File: src/rtl/sdram_cmd_pkg.sv
package sdram_cmd_pkg;
  typedef enum logic [2:0] {
    CMD_NOP, CMD_ACT, CMD_RD, CMD_WR, CMD_PRE, CMD_REF, CMD_MRS
  } cmd_e;

  typedef enum logic [1:0] {
    PWR_ACTIVE   = 2'd0,
    PWR_PRE_PD   = 2'd1,
    PWR_ACT_PD   = 2'd2,
    PWR_SELF_REF = 2'd3
  } pwr_e;
endpackage

File: src/rtl/sdram_cmd_decode.sv
module sdram_cmd_decode
  import sdram_cmd_pkg::*;
(
  input  logic cs_n,
  input  logic ras_n,
  input  logic cas_n,
  input  logic we_n,
  output cmd_e cmd
);
  always_comb begin
    unique case ({cs_n, ras_n, cas_n, we_n})
      4'b0011: cmd = CMD_ACT;
      4'b0101: cmd = CMD_RD;
      4'b0100: cmd = CMD_WR;
      4'b0010: cmd = CMD_PRE;
      4'b0001: cmd = CMD_REF;
      4'b0000: cmd = CMD_MRS;
      default: cmd = CMD_NOP;
    endcase
  end
endmodule

File: src/rtl/sdram_bank_slot.sv
module sdram_bank_slot
  import sdram_cmd_pkg::*;
#(
  parameter int BANK_IDX = 0,
  parameter int ROW_W    = 13,
  parameter int BA_W     = 2
) (
  input  logic             clk,
  input  logic             rst_n,
  input  logic             exec,
  input  cmd_e             cmd,
  input  logic [BA_W-1:0]  ba,
  input  logic [ROW_W-1:0] row_in,
  input  logic             pre_all,
  output logic             open_o,
  output logic [ROW_W-1:0] row_o
);
  logic             sel;
  logic             upd;
  logic             open_d;
  logic [ROW_W-1:0] row_d;

  assign sel = (ba == BA_W'(BANK_IDX));

  always_comb begin
    upd    = 1'b0;
    open_d = open_o;
    row_d  = row_o;
    if (exec && sel && cmd == CMD_ACT && !open_o) begin
      upd    = 1'b1;
      open_d = 1'b1;
      row_d  = row_in;
    end else if (exec && cmd == CMD_PRE && (pre_all || sel)) begin
      upd    = 1'b1;
      open_d = 1'b0;
      row_d  = '0;
    end
  end

  always_ff @(posedge clk or negedge rst_n) begin
    if (!rst_n) begin
      open_o <= 1'b0;
      row_o  <= '0;
    end else if (upd) begin
      open_o <= open_d;
      row_o  <= row_d;
    end
  end

  p_act_opens_r3: assert property (@(posedge clk) disable iff (!rst_n)
    (exec && sel && cmd == CMD_ACT) |=> open_o);

  p_pre_closes_r4: assert property (@(posedge clk) disable iff (!rst_n)
    (exec && cmd == CMD_PRE && (pre_all || sel)) |=> (!open_o && row_o == '0));

  p_closed_row_zero_r4: assert property (@(posedge clk) disable iff (!rst_n)
    !open_o |-> (row_o == '0));
endmodule

File: src/rtl/sdram_power_ctl.sv
module sdram_power_ctl
  import sdram_cmd_pkg::*;
(
  input  logic clk,
  input  logic rst_n,
  input  logic cke,
  input  cmd_e cmd,
  input  logic any_open,
  output logic exec,
  output pwr_e pwr_state
);
  pwr_e pwr_q, pwr_d;
  logic sr_q, sr_d;
  logic sr_enter;

  assign sr_enter = !cke && pwr_q == PWR_ACTIVE && !sr_q
                    && cmd == CMD_REF && !any_open;

  always_comb begin
    pwr_d = pwr_q;
    sr_d  = sr_q;
    if (sr_q) begin
      if (cke) sr_d = 1'b0;
    end else if (pwr_q == PWR_ACTIVE) begin
      if (sr_enter)  sr_d  = 1'b1;
      else if (!cke) pwr_d = any_open ? PWR_ACT_PD : PWR_PRE_PD;
    end else if (cke) begin
      pwr_d = PWR_ACTIVE;
    end
  end

  always_ff @(posedge clk or negedge rst_n) begin
    if (!rst_n) begin
      pwr_q <= PWR_ACTIVE;
      sr_q  <= 1'b0;
    end else begin
      pwr_q <= pwr_d;
      sr_q  <= sr_d;
    end
  end

  // Self-refresh exit is visible as soon as cke rises, no edge needed.
  assign pwr_state = (sr_q && !cke) ? PWR_SELF_REF : pwr_q;
  assign exec      = cke && pwr_q == PWR_ACTIVE;

  p_apd_entry_r6: assert property (@(posedge clk) disable iff (!rst_n)
    (pwr_q == PWR_ACTIVE && !sr_q && !cke && any_open) |=> pwr_q == PWR_ACT_PD);

  p_ppd_entry_r6: assert property (@(posedge clk) disable iff (!rst_n)
    (pwr_q == PWR_ACTIVE && !sr_q && !cke && !any_open && cmd != CMD_REF)
      |=> pwr_q == PWR_PRE_PD);

  p_sr_idle_r7: assert property (@(posedge clk) disable iff (!rst_n)
    sr_q |-> !any_open);

  p_pd_exit_r8: assert property (@(posedge clk) disable iff (!rst_n)
    (pwr_q != PWR_ACTIVE && cke) |=> pwr_q == PWR_ACTIVE);

  p_sr_async_exit_r9: assert property (@(posedge clk) disable iff (!rst_n)
    cke |-> pwr_state != PWR_SELF_REF);
endmodule

File: src/rtl/sdram_mode_regs.sv
module sdram_mode_regs
  import sdram_cmd_pkg::*;
#(
  parameter int MR_W = 13
) (
  input  logic            clk,
  input  logic            rst_n,
  input  logic            exec,
  input  cmd_e            cmd,
  input  logic            sel_ext,
  input  logic [MR_W-1:0] opcode,
  output logic [MR_W-1:0] mr_o,
  output logic [MR_W-1:0] emr_o
);
  logic ld_mr, ld_emr;

  assign ld_mr  = exec && cmd == CMD_MRS && !sel_ext;
  assign ld_emr = exec && cmd == CMD_MRS &&  sel_ext;

  always_ff @(posedge clk or negedge rst_n) begin
    if (!rst_n)     mr_o <= '0;
    else if (ld_mr) mr_o <= opcode;
  end

  always_ff @(posedge clk or negedge rst_n) begin
    if (!rst_n)      emr_o <= '0;
    else if (ld_emr) emr_o <= opcode;
  end

  p_mr_isolate_r5: assert property (@(posedge clk) disable iff (!rst_n)
    (exec && cmd == CMD_MRS && sel_ext) |=> $stable(mr_o));

  p_emr_isolate_r5: assert property (@(posedge clk) disable iff (!rst_n)
    (exec && cmd == CMD_MRS && !sel_ext) |=> $stable(emr_o));
endmodule

File: src/rtl/sdram_cmd_front.sv
module sdram_cmd_front
  import sdram_cmd_pkg::*;
#(
  parameter  int BANKS  = 4,
  parameter  int ROW_W  = 13,
  parameter  int ADDR_W = 14,
  parameter  int AP_BIT = 10,
  localparam int BA_W   = $clog2(BANKS),
  localparam int MR_W   = ROW_W
) (
  input  logic                   clk,
  input  logic                   rst_n,
  input  logic                   cke,
  input  logic                   cs_n,
  input  logic                   ras_n,
  input  logic                   cas_n,
  input  logic                   we_n,
  input  logic [BA_W-1:0]        ba,
  input  logic [ADDR_W-1:0]      addr,
  output logic [BANKS-1:0]       bank_open,
  output logic [BANKS*ROW_W-1:0] open_row,
  output logic [MR_W-1:0]        mode_reg,
  output logic [MR_W-1:0]        ext_mode_reg,
  output logic [1:0]             pwr_state,
  output logic                   proto_err
);
  cmd_e cmd;
  pwr_e pwr_e_st;
  logic exec;
  logic any_open;
  logic err_d;
  logic sel_open;

  sdram_cmd_decode u_dec (
    .cs_n (cs_n), .ras_n(ras_n), .cas_n(cas_n), .we_n(we_n), .cmd(cmd)
  );

  for (genvar gi = 0; gi < BANKS; gi++) begin : g_bank
    sdram_bank_slot #(.BANK_IDX(gi), .ROW_W(ROW_W), .BA_W(BA_W)) u_slot (
      .clk    (clk),
      .rst_n  (rst_n),
      .exec   (exec),
      .cmd    (cmd),
      .ba     (ba),
      .row_in (addr[ROW_W-1:0]),
      .pre_all(addr[AP_BIT]),
      .open_o (bank_open[gi]),
      .row_o  (open_row[gi*ROW_W +: ROW_W])
    );
  end

  assign any_open = |bank_open;

  sdram_power_ctl u_pwr (
    .clk      (clk),
    .rst_n    (rst_n),
    .cke      (cke),
    .cmd      (cmd),
    .any_open (any_open),
    .exec     (exec),
    .pwr_state(pwr_e_st)
  );
  assign pwr_state = pwr_e_st;

  sdram_mode_regs #(.MR_W(MR_W)) u_mr (
    .clk    (clk),
    .rst_n  (rst_n),
    .exec   (exec),
    .cmd    (cmd),
    .sel_ext(ba[0]),
    .opcode (addr[MR_W-1:0]),
    .mr_o   (mode_reg),
    .emr_o  (ext_mode_reg)
  );

  assign sel_open = bank_open[ba];

  always_comb begin
    err_d = proto_err;
    if (exec && cmd == CMD_ACT && sel_open)                    err_d = 1'b1;
    if (exec && (cmd == CMD_RD || cmd == CMD_WR) && !sel_open) err_d = 1'b1;
  end

  always_ff @(posedge clk or negedge rst_n) begin
    if (!rst_n) proto_err <= 1'b0;
    else        proto_err <= err_d;
  end

  p_cs_ignore_r2: assert property (@(posedge clk) disable iff (!rst_n)
    cs_n |=> ($stable(bank_open) && $stable(open_row)
              && $stable(mode_reg) && $stable(ext_mode_reg)
              && $stable(proto_err)));

  p_pd_blocks_r8: assert property (@(posedge clk) disable iff (!rst_n)
    (pwr_state == 2'd1 || pwr_state == 2'd2) |=> ($stable(bank_open) && $stable(open_row)));

  p_err_sticky_r10: assert property (@(posedge clk) disable iff (!rst_n)
    proto_err |=> proto_err);

  p_err_no_change_r10: assert property (@(posedge clk) disable iff (!rst_n)
    (exec && cmd == CMD_ACT && sel_open) |=> $stable(open_row));
endmodule

File: config.mk
export PLATFORM = sky130hd
export DESIGN_NAME = sdram_cmd_front
export DESIGN_NICKNAME = d
export VERILOG_FILES = /design/src/rtl/sdram_cmd_pkg.sv /design/src/rtl/sdram_cmd_decode.sv /design/src/rtl/sdram_bank_slot.sv /design/src/rtl/sdram_power_ctl.sv /design/src/rtl/sdram_mode_regs.sv /design/src/rtl/sdram_cmd_front.sv
export SDC_FILE = /design/constraint.sdc
export NUM_CORES = 1
export LEC_CHECK = 0
export CAP_MARGIN = 20
export CELL_PAD_IN_SITES_DETAIL_PLACEMENT = 0
export CELL_PAD_IN_SITES_GLOBAL_PLACEMENT = 1
export CORE_MARGIN = 4
export CORE_UTILIZATION = 46
export DETAILED_ROUTE_END_ITERATION = 6
export DONT_BUFFER_PORTS = 1
export GPL_ROUTABILITY_DRIVEN = 1
export PLACE_DENSITY_LB_ADDON = 0.1
export SETUP_SLACK_MARGIN = 0.5
export SYNTH_ARGS = -nofsm -noshare
export SYNTH_HDL_FRONTEND = slang
export SYNTH_SLANG_ARGS = --single-unit
File: constraint.sdc
create_clock -name clk -period 2.8 [get_ports clk]
set_clock_uncertainty 0.2 [all_clocks]
set_input_delay 0.28 -clock clk [delete_from_list [all_inputs] [get_ports clk]]
set_output_delay 0.28 -clock clk [all_outputs]
set_load 0.05 [all_outputs]
==> flow_summary.yaml <==
outcome:
  outcome: "finished, violations left"
  violations: "negative hold slack"
timing:
  whs_ps: -594
  fin_crit_ps: 2380
  fin_setup_tns_ps: 0
  relSlewSlack: 0.577
  finalSetupViolCount: 0
  finalHoldViolations: 86
  final.period_utilization: 0.849
  tightest_slew_ps: 634
  rsz0062_at_grt: "yes"
  slew_viol_final: 0
  fmax_ghz: 0.421
global_route:
  grt.met3_usage: 0.0900
  use_met1: 0.290
  grt_pass1_vias: 2733
  grt_pass1_wl_um: 15900
  use_met2: 0.302
  antenna_found_initial: 2
  grt_overflow_total: 0
  grt_start_max_net_pins: 87
  busiest_layer: "met2"
  grtUsageTotal: 0.209
setup_path:
  reg2reg_slack_ps: 420
  end_kind: "flip-flop"
  start_kind: "flip-flop"
  crit_family: "simple AND/OR/NAND/NOR gates"
  crit_required_ps: 2840
  crit_path_max_incr_delay_ps: 460
  cp_slowest_cell: "or4b_4"
  cp.buffers_inverters: 1
  critPathMaxFanout: 6
  criticalPathCategory: "reg -> reg"
  arrival_ps: 2420
  crit_path_cell_trace: "nor2_4, ha_4, or4b_4, or3_4, clkbuf_16, mux2_4"
place:
  post_dp_cell_area_um2: 3840
  gp_congestion: 0.702
  portBuffers: 0
  hpwl_um: 6290
synthesis:
  netlist_instances: 301
  async_reset_ff_frac: 1.00
  synth_edf_count: 0
  synth.distinct_cells: 33
  yosys_warnings: 0
  synth.ff_latch_count: 86
  syn_nets: 326
  synth_area_um2: 3710
  ys.flop_type: "dfrtp_1"
  seq_area_frac_synth: 0.580
  avgSynthCellArea_um2: 12.3
floorplan:
  start_util: 0.478
  die_w_um: 97.8
  rows: 32
  die_h_um: 97.8
  dieArea_um2: 9570
  io_pins: 108
  core_um2: 7770
power:
  switching_share: 0.412
  internal-power_mw: 2.17
  power.share.clock: 0.253
  power-per-cell-area_nw_per_um2: 850
  power.switching_mw: 1.52
  seqPwrFrac: 0.595
  leakagePower_nw: 1.92
  peakVddDrop_v: 0.000430
  pwr-share-comb: 0.152
layout:
  final_area_um2: 4350
  final_net_count: 350
  drive_above_1_share: 0.236
  syn_to_final_growth_pct: 17.2
  diodes: 0
clock_tree:
  ctsHtreeMaxLevel: 3
  cts_tree: "built"
  ctsHoldBuffers: 17
  cts-root-buf: "clkbuf_8"
  numCtsBuffers: 9
  clockBufferDepth: 2
  clk_latency_ps: 350
  clk_pin_slew_ps: 100
  clock_sink_count: 86
detailed_routing:
  wl_per_cell_um: 23.5
  drt_iter0_drc: 167
  ant_nets: 0
  dr.pass1.iters: 4
  wl_um: 10200
  drc: 0
  num_vias: 2649
  vias_per_cell: 6.13
hold_path:
  hold_path_class: "in -> async"
job:
  maxCapViolCount: 0
## through the flow
step	power (mW)	worst slack, ps	hold WS (ps)	std cells	utilization
floorplan	2.60	392	-216	301	-
global placement	2.67	361	-213	392	0.495
detailed placement	2.69	349	-212	392	0.495
CTS	3.71	484	-608	427	0.551
global route	3.85	395	-615	432	0.560
finish	3.69	423	-594	432	0.560
## layout by cell type, fill, tap and decap left out, drive strengths merged, types with 2 or more instances in the layout
cell,count
o22ai,4
clkinv,2
nand4b,3
o21ai,56
mux2,26
nand2b,5
dfrtp,86
dlygate4sd3,17
buf,24
ha,2
o2bb2ai,52
a211oi,3
nor2,8
nand4bb,3
inv,8
or3,2
clkbuf,12
nand2,4
## logic make-up after synthesis
| logic type | Yosys count | share of synthesized area |
|---|---|---|
| adders and majority gates | 2 | 0.00674 |
| AOI/OAI and AO/OA | 120 | 0.222 |
| DFF | 86 | 0.580 |
| buffers and inverters | 35 | 0.0438 |
| and+or+nand+nor | 31 | 0.0526 |
| muxes | 27 | 0.0951 |
## synthesized netlist by cell type, types with 4 or more instances
master	number	area, µm²
o2bb2ai_1	52	455
nand2_1	4	15.0
buf_4	4	30.0
o22ai_1	4	25.0
mux2_2	16	180
o21ai_0	54	270
buf_2	7	35.0
mux2_4	10	150
nor2_1	8	30.0
clkbuf_1	15	56.3
inv_1	6	22.5
nand2b_1	5	31.3
dfrtp_1	86	2150
## routing by layer
metal	vias up	share of wire
met5	-	0.0014
met4	4	0.010
met3	14	0.090
met2	85	0.45
met1	1373	0.45
li1	1173	-
## what timing repair did
item | 4_1_cts | 5_1_grt
endpoints found under the hold margin | 166 | 86
setup buffers | 2 | 3
cloned | 0 | 2
pin swaps | 1 | 2
gates resized for setup | 6 | 8
setup endpoints to repair | 13 | 23
## state kept, by name, indices dropped and copies added (netlist names)
register              flops
g_bank.u_slot.row_o      52
u_mr.emr_o               13
u_mr.mr_o                13
g_bank.u_slot.open_o      4
u_pwr.pwr_q               2
proto_err                 1
u_pwr.sr_q                1
## power groups by stage
stage	Combinational, mW	Sequential (mW)	Clock (mW)
detailed placement	0.464	2.22	0
finish	0.561	2.20	0.936
global placement	0.449	2.22	0
global route	0.605	2.22	1.02
floorplan	0.513	2.09	0
CTS	0.540	2.20	0.970
## worst paths after layout
| check | cells after the start | to | from |
|---|---|---|---|
| max reg2reg | 6 | u_mr.mr_o[10]$_DFFE_PN0P_ | u_pwr.pwr_q[1]$_DFFE_PN0P_ |
| min | 0 | u_pwr.pwr_q[1]$_DFFE_PN0P_ | rst_n |
| min in group clk | 3 | proto_err$_DFFE_PN0P_ | cas_n |
| max in group asynchronous | 0 | g_bank[3].u_slot.row_o[5]$_DFFE_PN0P_ | rst_n |
| min reg2reg | 2 | g_bank[0].u_slot.open_o$_DFFE_PN0P_ | g_bank[0].u_slot.open_o$_DFFE_PN0P_ |
| max | 6 | u_mr.mr_o[10]$_DFFE_PN0P_ | u_pwr.pwr_q[1]$_DFFE_PN0P_ |
## final cells by class
| cell class | count | area, µm² |
|---|---|---|
| Multi-Input combinational cell | 180 | 1440 |
| Inverter | 6 | 22.5 |
| Clock buffer | 11 | 151 |
| Clock inverter | 5 | 65.1 |
| Sequential cell | 86 | 2150 |
| Fill cell | 684 | 3420 |
| Timing Repair Buffer | 42 | 388 |
| Tap cell | 102 | 128 |
(Power assumes the default switching activity.)
